--- config.mk ---
export PLATFORM = sky130hd
export DESIGN_NAME = tstat_top
export DESIGN_NICKNAME = d
export VERILOG_FILES = /design/src/rtl/tstat_pkg.sv /design/src/rtl/tstat_counter.sv /design/src/rtl/tstat_edge.sv /design/src/rtl/tstat_flags.sv /design/src/rtl/tstat_top.sv
export SDC_FILE = /design/constraint.sdc
export NUM_CORES = 1
export LEC_CHECK = 0
export ABC_CLOCK_PERIOD_IN_PS = 5300
export CORE_ASPECT_RATIO = 0.6
export CORE_MARGIN = 1.5
export CORE_UTILIZATION = 35
export DETAILED_ROUTE_END_ITERATION = 10
export DONT_BUFFER_PORTS = 1
export PLACE_DENSITY_LB_ADDON = 0.08
export SLEW_MARGIN = 10
export SYNTH_ARGS = -nofsm -noshare
export SYNTH_HDL_FRONTEND = slang
export SYNTH_SLANG_ARGS = --single-unit
--- constraint.sdc ---
create_clock -name clk -period 5.3 [get_ports clk]
set_input_delay 0.53 -clock clk [delete_from_list [all_inputs] [get_ports clk]]
set_output_delay 0.53 -clock clk [all_outputs]
set_load 0.02 [all_outputs]
--- src/rtl/tstat_pkg.sv ---
package tstat_pkg;
  localparam int ADDR_W     = 8;
  localparam logic [ADDR_W-1:0] OFS_STATUS = 8'h10;
  localparam logic [ADDR_W-1:0] OFS_RELOAD = 8'h2C;
  localparam logic [ADDR_W-1:0] OFS_CHVAL  = 8'h34;
  localparam int BIT_UPD = 0;
  localparam int BIT_CC  = 1;
  localparam int BIT_COM = 5;
  localparam int BIT_BRK = 7;
  localparam int BIT_OVR = 9;

  typedef struct packed {
    logic ovr;
    logic brk;
    logic com;
    logic cc;
    logic upd;
  } flags_t;
endpackage

--- src/rtl/tstat_counter.sv ---
module tstat_counter #(
  parameter int W = 16
) (
  input  logic         clk,
  input  logic         rst_n,
  input  logic         en,
  input  logic         down,
  input  logic [W-1:0] reload,
  output logic [W-1:0] cnt,
  output logic         wrap
);
  logic [W-1:0] cnt_q, cnt_d;

  always_comb begin
    wrap  = en && (down ? (cnt_q == '0) : (cnt_q == reload));
    cnt_d = cnt_q;
    if (en) begin
      if (down) cnt_d = wrap ? reload : cnt_q - 1'b1;
      else      cnt_d = wrap ? '0     : cnt_q + 1'b1;
    end
  end

  always_ff @(posedge clk or negedge rst_n) begin
    if (!rst_n)  cnt_q <= '0;
    else if (en) cnt_q <= cnt_d;
  end

  assign cnt = cnt_q;

  a_r2_up_wrap_zero: assert property (@(posedge clk) disable iff (!rst_n)
    (en && !down && cnt_q == reload) |=> (cnt_q == '0));
  a_r2_down_reload: assert property (@(posedge clk) disable iff (!rst_n)
    (en && down && cnt_q == '0) |=> (cnt_q == $past(reload)));
  a_r2_hold_when_off: assert property (@(posedge clk) disable iff (!rst_n)
    !en |=> $stable(cnt_q));
endmodule

--- src/rtl/tstat_edge.sv ---
module tstat_edge (
  input  logic clk,
  input  logic rst_n,
  input  logic pin,
  input  logic rise_en,
  input  logic fall_en,
  output logic hit
);
  logic s1_q, s2_q, prev_q;

  always_ff @(posedge clk or negedge rst_n) begin
    if (!rst_n) begin
      s1_q   <= 1'b0;
      s2_q   <= 1'b0;
      prev_q <= 1'b0;
    end else begin
      s1_q   <= pin;
      s2_q   <= s1_q;
      prev_q <= s2_q;
    end
  end

  always_comb begin
    hit = (rise_en && s2_q && !prev_q) || (fall_en && !s2_q && prev_q);
  end

  a_r6_hit_needs_change: assert property (@(posedge clk) disable iff (!rst_n)
    hit |-> (s2_q != prev_q));
endmodule

--- src/rtl/tstat_flags.sv ---
module tstat_flags
  import tstat_pkg::*;
(
  input  logic   clk,
  input  logic   rst_n,
  input  flags_t set,
  input  flags_t clr,
  input  logic   brk_active,
  output flags_t flags
);
  flags_t q, d, clr_eff;

  always_comb begin
    clr_eff     = clr;
    clr_eff.brk = clr.brk && !brk_active;
    d           = set | (q & ~clr_eff);
  end

  always_ff @(posedge clk or negedge rst_n) begin
    if (!rst_n) q <= '0;
    else        q <= d;
  end

  assign flags = q;

  a_r9_brk_holds: assert property (@(posedge clk) disable iff (!rst_n)
    brk_active |=> q.brk);
  a_r11_set_wins: assert property (@(posedge clk) disable iff (!rst_n)
    (set.com && clr.com) |=> q.com);
  a_r3_no_clear_keeps: assert property (@(posedge clk) disable iff (!rst_n)
    (q.upd && !clr.upd) |=> q.upd);
endmodule

--- src/rtl/tstat_top.sv ---
module tstat_top
  import tstat_pkg::*;
#(
  parameter int CNT_W = 16
) (
  input  logic             clk,
  input  logic             rst_n,
  input  logic             cnt_en,
  input  logic             cfg_down,
  input  logic             cfg_capture,
  input  logic [1:0]       cfg_edge,
  input  logic             cap_pin,
  input  logic             brk_in,
  input  logic             com_evt,
  input  logic             bus_sel,
  input  logic             bus_wr,
  input  logic [ADDR_W-1:0] bus_addr,
  input  logic [CNT_W-1:0] bus_wdata,
  output logic [CNT_W-1:0] bus_rdata,
  output logic [CNT_W-1:0] cnt_val
);
  localparam int STAT_W = BIT_OVR + 1;

  logic [CNT_W-1:0] arr_q, arr_d, ccr_q, ccr_d, cnt;
  logic wrap, edge_hit, cmp_ev, cap_ev;
  logic wr_stat, wr_arr, wr_ccr, rd_ccr;
  flags_t fset, fclr, flags;
  logic [STAT_W-1:0] stat_vec;

  tstat_counter #(.W(CNT_W)) u_cnt (
    .clk(clk), .rst_n(rst_n), .en(cnt_en), .down(cfg_down),
    .reload(arr_q), .cnt(cnt), .wrap(wrap)
  );

  tstat_edge u_edge (
    .clk(clk), .rst_n(rst_n), .pin(cap_pin),
    .rise_en(cfg_edge[0]), .fall_en(cfg_edge[1]), .hit(edge_hit)
  );

  always_comb begin
    wr_stat = bus_sel && bus_wr  && (bus_addr == OFS_STATUS);
    wr_arr  = bus_sel && bus_wr  && (bus_addr == OFS_RELOAD);
    wr_ccr  = bus_sel && bus_wr  && (bus_addr == OFS_CHVAL);
    rd_ccr  = bus_sel && !bus_wr && (bus_addr == OFS_CHVAL);

    cmp_ev = !cfg_capture && cnt_en &&
             ((ccr_q <= arr_q) ? (cnt == ccr_q) : wrap);
    cap_ev = cfg_capture && edge_hit;

    fset.upd = wrap;
    fset.cc  = cmp_ev || cap_ev;
    fset.ovr = cap_ev && flags.cc;
    fset.brk = brk_in;
    fset.com = com_evt;

    fclr.upd = wr_stat && !bus_wdata[BIT_UPD];
    fclr.cc  = (wr_stat && !bus_wdata[BIT_CC]) || (rd_ccr && cfg_capture);
    fclr.com = wr_stat && !bus_wdata[BIT_COM];
    fclr.brk = wr_stat && !bus_wdata[BIT_BRK];
    fclr.ovr = wr_stat && !bus_wdata[BIT_OVR];

    arr_d = wr_arr ? bus_wdata : arr_q;
    ccr_d = cap_ev ? cnt : (wr_ccr ? bus_wdata : ccr_q);
  end

  always_ff @(posedge clk or negedge rst_n) begin
    if (!rst_n) begin
      arr_q <= '1;
      ccr_q <= '0;
    end else begin
      arr_q <= arr_d;
      ccr_q <= ccr_d;
    end
  end

  tstat_flags u_flags (
    .clk(clk), .rst_n(rst_n), .set(fset), .clr(fclr),
    .brk_active(brk_in), .flags(flags)
  );

  always_comb begin
    stat_vec          = '0;
    stat_vec[BIT_UPD] = flags.upd;
    stat_vec[BIT_CC]  = flags.cc;
    stat_vec[BIT_COM] = flags.com;
    stat_vec[BIT_BRK] = flags.brk;
    stat_vec[BIT_OVR] = flags.ovr;
    bus_rdata = '0;
    if (bus_sel && !bus_wr) begin
      case (bus_addr)
        OFS_STATUS: bus_rdata[STAT_W-1:0] = stat_vec;
        OFS_RELOAD: bus_rdata = arr_q;
        OFS_CHVAL:  bus_rdata = ccr_q;
        default:    bus_rdata = '0;
      endcase
    end
  end

  assign cnt_val = cnt;

  a_r4_match_sets_cc: assert property (@(posedge clk) disable iff (!rst_n)
    (!cfg_capture && cnt_en && ccr_q <= arr_q && cnt == ccr_q) |=> flags.cc);
  a_r2_wrap_sets_upd: assert property (@(posedge clk) disable iff (!rst_n)
    wrap |=> flags.upd);
  a_r8_no_ovr_in_compare: assert property (@(posedge clk) disable iff (!rst_n)
    (!cfg_capture && !flags.ovr && !cap_ev) |=> !flags.ovr);
  a_r6_capture_loads: assert property (@(posedge clk) disable iff (!rst_n)
    cap_ev |=> (ccr_q == $past(cnt)));
  a_r10_com_sets: assert property (@(posedge clk) disable iff (!rst_n)
    com_evt |=> flags.com);
endmodule

==> flow_metrics.tcl, run 1 <==
set metrics [dict create \
    grt_max_degree 41 \
    synth_flop_cell "dfrtp_1" \
    placementRows 30 \
    syn_area_um2 4170 \
    synth_area_leaders "dfrtp_1 24%, dfstp_2 10%, xor2_1 6.5%" \
    cts.clk_slew.worst_paths_ps 80 \
    postSynthAreaPerCell_um2 8.49 \
    netlist_instances 491 \
    end_kind "output port" \
    drtIter0Drc 253 \
    final_nets 524 \
    synth_edf_count 0 \
    start_util_pct 36.4 \
    setup_violations 0 \
    grt_setup_unrepaired "no" \
    slew_headroom_pct 23.7 \
    synth_common_cells "42 x nor2_1, 40 x dfrtp_1, 40 x nand2_1" \
    worstMarginPinSlew_ps 1140 \
    max_cap_violations 0 \
    wl_per_cell_um 21.6 \
    hold_viol 0 \
    ir_drop_v 0.000145 \
    grt_overflow_total 0 \
    crit_path_max_fanout 7 \
    placed_cells 621 \
    whs_ps 57.1 \
    clock_latency_ps 310 \
    synthMuxAreaShare_pct 5.07 \
    syn_to_final_growth_pct 6.24 \
    routed_wl_um 13600 \
    core_um2 11400 \
    die-area_um2 12600 \
    crit_arrival_ps 2560 \
    drc 0 \
    antenna_found_initial 0 \
    first_pass_iters 6 \
    synth_xor_area_share_pct 9.03 \
    yosys.area.top_type "dfrtp_1" \
    cts_resized 0 \
    synth.top_cell.area_share_pct 24.0 \
    ys_ff_latch 56 \
    fin_crit_ps 3090 \
    crit_path_max_incr_delay_ps 640 \
    synth_compound_area_share_pct 18.9 \
    n_fill_cell 1187 \
    min_path_type "in2async" \
    root_buffer "clkbuf_16" \
    port_buffers 0 \
    postRouteAntennaNets 0 \
    cp_top_family "simple AND/OR/NAND/NOR gates" \
    p_per_area_nw_per_um2 393 \
    synth-seq-area-share_pct 34.1 \
    syn-num-nets 546 \
    diodes 0 \
    fmax_mhz 324 \
    instances_no_fill 630 \
    die_h_um 87.6 \
    worstReg2RegStart "u_cnt.cnt[4]" \
    synthAdderAreaFrac_pct 5.70 \
    slew_violations 0 \
    skew_ps 11.8 \
    crit_type "in2out" \
    post_drt_via_cell_ratio 5.75 \
    dp_hpwl_um 10100 \
    ioPinCount 68 \
    setup_ws_ps 2210 \
    vias 3622 \
    clk_path_buf_depth 2 \
    crit_slowest_cell "nor4_2" \
    grt_pass1_vias 3394 \
    numCtsBuffers 5 \
    finalSetupTns_ps 0 \
    synthSimpleGateAreaFrac_pct 20.9 \
    grt_pass1_wl_um 21300 \
    run_status "completed" \
    post-route-util_pct 38.7 \
    cts_tree "built" \
    async_flop_share_pct 100 \
    synth_top_family_by_area "simple AND/OR/NAND/NOR gates" \
    worstSetupStartpointType "input pin" \
    yosys_warnings 0 \
    cts_max_level 2 \
    fp.dieW_um 144 \
    finalCritPeriodShare_pct 58.3 \
    p_leak_nw 1.90 \
    gp_congestion 0.858 \
    synth_most_common_cell "nor2_1" \
    crit_chain "or4_1, nor4_2, nor3_1, or2_1, nor2_1" \
    drive_gt1_share_pct 8.30 \
    crit_buf_inv 0 \
    track_usage_pct 22.8 \
    cts_sinks 56 \
    startpoint "bus_addr[7]" \
    worstPathRequired_ps 4770 \
    synthDistinctLibCells 56 \
    dp_slack_ps 2230 \
]
## layout make-up
class	count	area (um^2)	share of cell area [%]
inverter	24	90.1	2.03
timing repair buffer	6	65.1	1.47
multi-input combinational	376	2490	56.1
tap	160	200	4.52
clock buffer	5	125	2.82
clock inverter	3	42.5	0.960
sequential	56	1420	32.1
## logic make-up (layout without fill, tap and decap cells)
| logic type | count (synthesis) | after routing |
|---|---|---|
| simple gates | 168 | 168 |
| flops | 56 | 56 |
| buf+inv | 59 | 38 |
| fa+ha+maj | 19 | 19 |
| compound gates | 125 | 125 |
| mux | 21 | 21 |
| xor+xnor | 43 | 43 |
## repair_timing
action	CTS	global route
buffers inserted	0	0
hold buffers	1	0
endpoints found under the hold margin	40	0
## routing by layer
layer / share of wire, % / GRT usage [%] / vias to the layer above
met5: 0 / 0 / -
met3: 5.8 / 4.16 / 7
li1: - / - / 1731
met1: 54 / 37.0 / 1773
met2: 40 / 31.1 / 111
met4: 0.46 / 3.15 / 0
## registers in the layout (all words and copies together) (netlist names)
signal         count
u_edge.s1_q        1
u_edge.prev_q      1
u_edge.s2_q        1
u_flags.flags      5
ccr_q             16
u_cnt.cnt         16
arr_q             16
## final timing paths
check	slack, ps	endpoint	depth (start not counted)
setup / recovery	2210	bus_rdata[1]	5
max in group asynchronous	5020	ccr_q[13]	1
hold / removal	60	arr_q[1]	0
hold reg to reg	380	u_edge.s2_q	0
setup reg to reg	2310	u_cnt.cnt[11]	6
min in group clk	240	u_edge.s1_q	0
## power breakdown
| group | total [mW] | internal, mW | leakage [nW] | switching (mW) |
|---|---|---|---|---|
| Clock | 0.396 | 0.223 | 0.0798 | 0.173 |
| Combinational | 0.516 | 0.248 | 1.19 | 0.268 |
| Sequential | 0.827 | 0.511 | 0.633 | 0.316 |
| Total | 1.74 | 0.982 | 1.90 | 0.757 |
## metrics by stage
| step | total power [mW] | cell area [um^2] |
|---|---|---|
| floorplan | 1.18 | 4170 |
| global placement | 1.33 | 4240 |
| detailed placement | 1.33 | 4240 |
| CTS | 1.74 | 4430 |
| global route | 1.85 | 4430 |
| finish | 1.74 | 4430 |
## cell usage in the layout, fill, tap and decap left out, drive strengths merged, types with 5 or more instances in the layout
cell,count
or4,6
a22oi,5
buf,6
dfrtp,40
nor4,14
inv,23
nand2,40
o21ai,42
a211o,5
nand3,14
xnor2,12
a22o,10
a222oi,5
and3,6
xor2,31
nand4,9
ha,19
clkbuf,5
mux2i,20
dfstp,16
a21oi,37
o211ai,5
nor2,42
nor3,12
## worst register-to-register path: stages (launching register included)
cell,delay (ps)
dfrtp_1,680
or4_4,700
nor2_1,90
nor4b_1,440
nand3b_1,440
o211ai_1,310
o311ai_0,170
Note: power is estimated with default switching activity, not from simulation.
==> run 2, diff against run 1 <==
--- a/config.mk
+++ b/config.mk
@@ -5,7 +5,7 @@
 export SDC_FILE = /design/constraint.sdc
 export NUM_CORES = 1
 export LEC_CHECK = 0
-export ABC_CLOCK_PERIOD_IN_PS = 5300
+export ABC_CLOCK_PERIOD_IN_PS = 2560
 export CORE_ASPECT_RATIO = 0.6
 export CORE_MARGIN = 1.5
 export CORE_UTILIZATION = 35
==> constraint.sdc (replaced) <==
create_clock -name clk -period 2.56 [get_ports clk]
set_input_delay 0.256 -clock clk [delete_from_list [all_inputs] [get_ports clk]]
set_output_delay 0.256 -clock clk [all_outputs]
set_load 0.02 [all_outputs]
==> flow_metrics.tcl, run 2 (same netlist as run 1, synthesis figures left out) <==
set metrics [dict create \
    grt_pass1_vias 3661 \
    diodes 0 \
    fin_crit_ps 2390 \
    run_status "completed" \
    gp_congestion 0.863 \
    crit_type "reg2reg" \
    final_cell_mix "42 x nor2_1, 42 x buf_4, 40 x nand2_1, 40 x dfrtp_1, 39 x o21ai_0" \
    syn_to_final_growth_pct 13.2 \
    finalSetupTns_ps 0 \
    worstSetupStartpointType "register" \
    antenna_found_initial 0 \
    worstPathRequired_ps 2740 \
    cts.clk_slew.worst_paths_ps 70 \
    cp_top_family "simple AND/OR/NAND/NOR gates" \
    dp_hpwl_um 10500 \
    crit_arrival_ps 2570 \
    cts_setup_buffers 0 \
    p_per_area_nw_per_um2 792 \
    postRouteAntennaNets 0 \
    ioPinCount 68 \
    track_usage_pct 23.2 \
    ir_drop_v 0.000345 \
    fp.dieW_um 144 \
    core_um2 11400 \
    setup_violations 0 \
    wl_per_cell_um 20.8 \
    crit_slowest_cell "or3b_2" \
    max_cap_violations 0 \
    grt_setup_unrepaired "no" \
    placementRows 30 \
    cts_sinks 56 \
    end_kind "register" \
    grt_max_degree 57 \
    skew_ps 11.0 \
    slew_headroom_pct 65.3 \
    hold_viol 0 \
    root_buffer "clkbuf_16" \
    holdPathEnd "u_cnt.cnt[1]" \
    crit_chain "inv_1, ha_1, or3b_2, or3_1, nor3_1, xnor2_1, a21oi_1, a211o_1" \
    grt_overflow_total 0 \
    clk_path_buf_depth 2 \
    drc 0 \
    crit_path_max_fanout 4 \
    cts_tree "built" \
    start_util_pct 36.4 \
    clock_latency_ps 310 \
    die_h_um 87.6 \
    n_fill_cell 1192 \
    post_drt_via_cell_ratio 5.65 \
    min_path_type "in2reg" \
    worstReg2RegStart "u_cnt.cnt[0]" \
    cts_max_level 2 \
    worstMarginPinSlew_ps 521 \
    drtIter0Drc 268 \
    r2r_slack_ps 170 \
    vias 3779 \
    port_buffers 0 \
    fmax_mhz 418 \
    final_nets 563 \
    min_path_cells 1 \
    whs_ps 43.8 \
    r2r_cells 8 \
    startpoint "u_cnt.cnt[0]" \
    p_leak_nw 2.10 \
    worstReg2RegEnd "u_cnt.cnt[14]" \
    die-area_um2 12600 \
    routed_wl_um 13900 \
    grt_pass1_wl_um 21800 \
    crit_path_max_incr_delay_ps 510 \
    slew_violations 0 \
    crit_buf_inv 1 \
    finalCritPeriodShare_pct 93.4 \
    first_pass_iters 5 \
    drive_gt1_share_pct 15.1 \
    hp-start "cnt_en" \
    numCtsBuffers 5 \
]
-- run 2: what timing repair did --
action | CTS | global route
resized for setup | 0 | 2
hold buffers | 3 | 0
hold endpoints to repair | 57 | 0
endpoints found under the setup margin | 0 | 6
-- run 2: area by class of cell --
class | count | area (um^2) | share of cell area [%]
Tap cell | 160 | 200 | 4.24
Clock buffer | 7 | 143 | 3.02
Sequential cell | 56 | 1420 | 30.1
Timing Repair Buffer | 45 | 363 | 7.68
Inverter | 24 | 90.1 | 1.91
Clock inverter | 1 | 7.51 | 0.159
Multi-Input combinational cell | 376 | 2500 | 52.9
-- run 2: where the power goes --
group	internal, mW	leakage [nW]	switching, mW
Clock	0.392	0.0701	0.340
Combinational	0.664	1.39	1.01
Sequential	1.07	0.633	0.263
-- run 2: per-layer routing --
layer,GRT usage (%),vias to the layer above,share of wire [%]
li1,-,1798,-
met1,37.1,1862,53
met2,32.5,116,40
met3,4.48,3,6.9
met4,2.41,0,0.19
met5,0,-,0
-- run 2: worst max-delay path by stage --
| stage | end | cells past startpoint |
|---|---|---|
| after floorplan | u_cnt.cnt[12] | 9 |
| after global placement | u_cnt.cnt[14] | 8 |
| after detailed placement | u_cnt.cnt[0] | 8 |
| after CTS | u_cnt.cnt[0] | 8 |
| after global routing | u_cnt.cnt[9] | 7 |
| final | u_cnt.cnt[14] | 8 |
-- run 2: per-stage QoR --
step	setup slack [ps]	instances	utilization, %	area, um^2	power (mW)
after floorplan	16.3	491	-	4170	2.45
after CTS	60.2	669	41.1	4710	3.73
after global placement	206	658	39.4	4510	2.96
after global routing	7.09	669	41.2	4720	3.97
final	170	669	41.2	4720	3.74
after detailed placement	94.8	658	39.4	4510	2.97
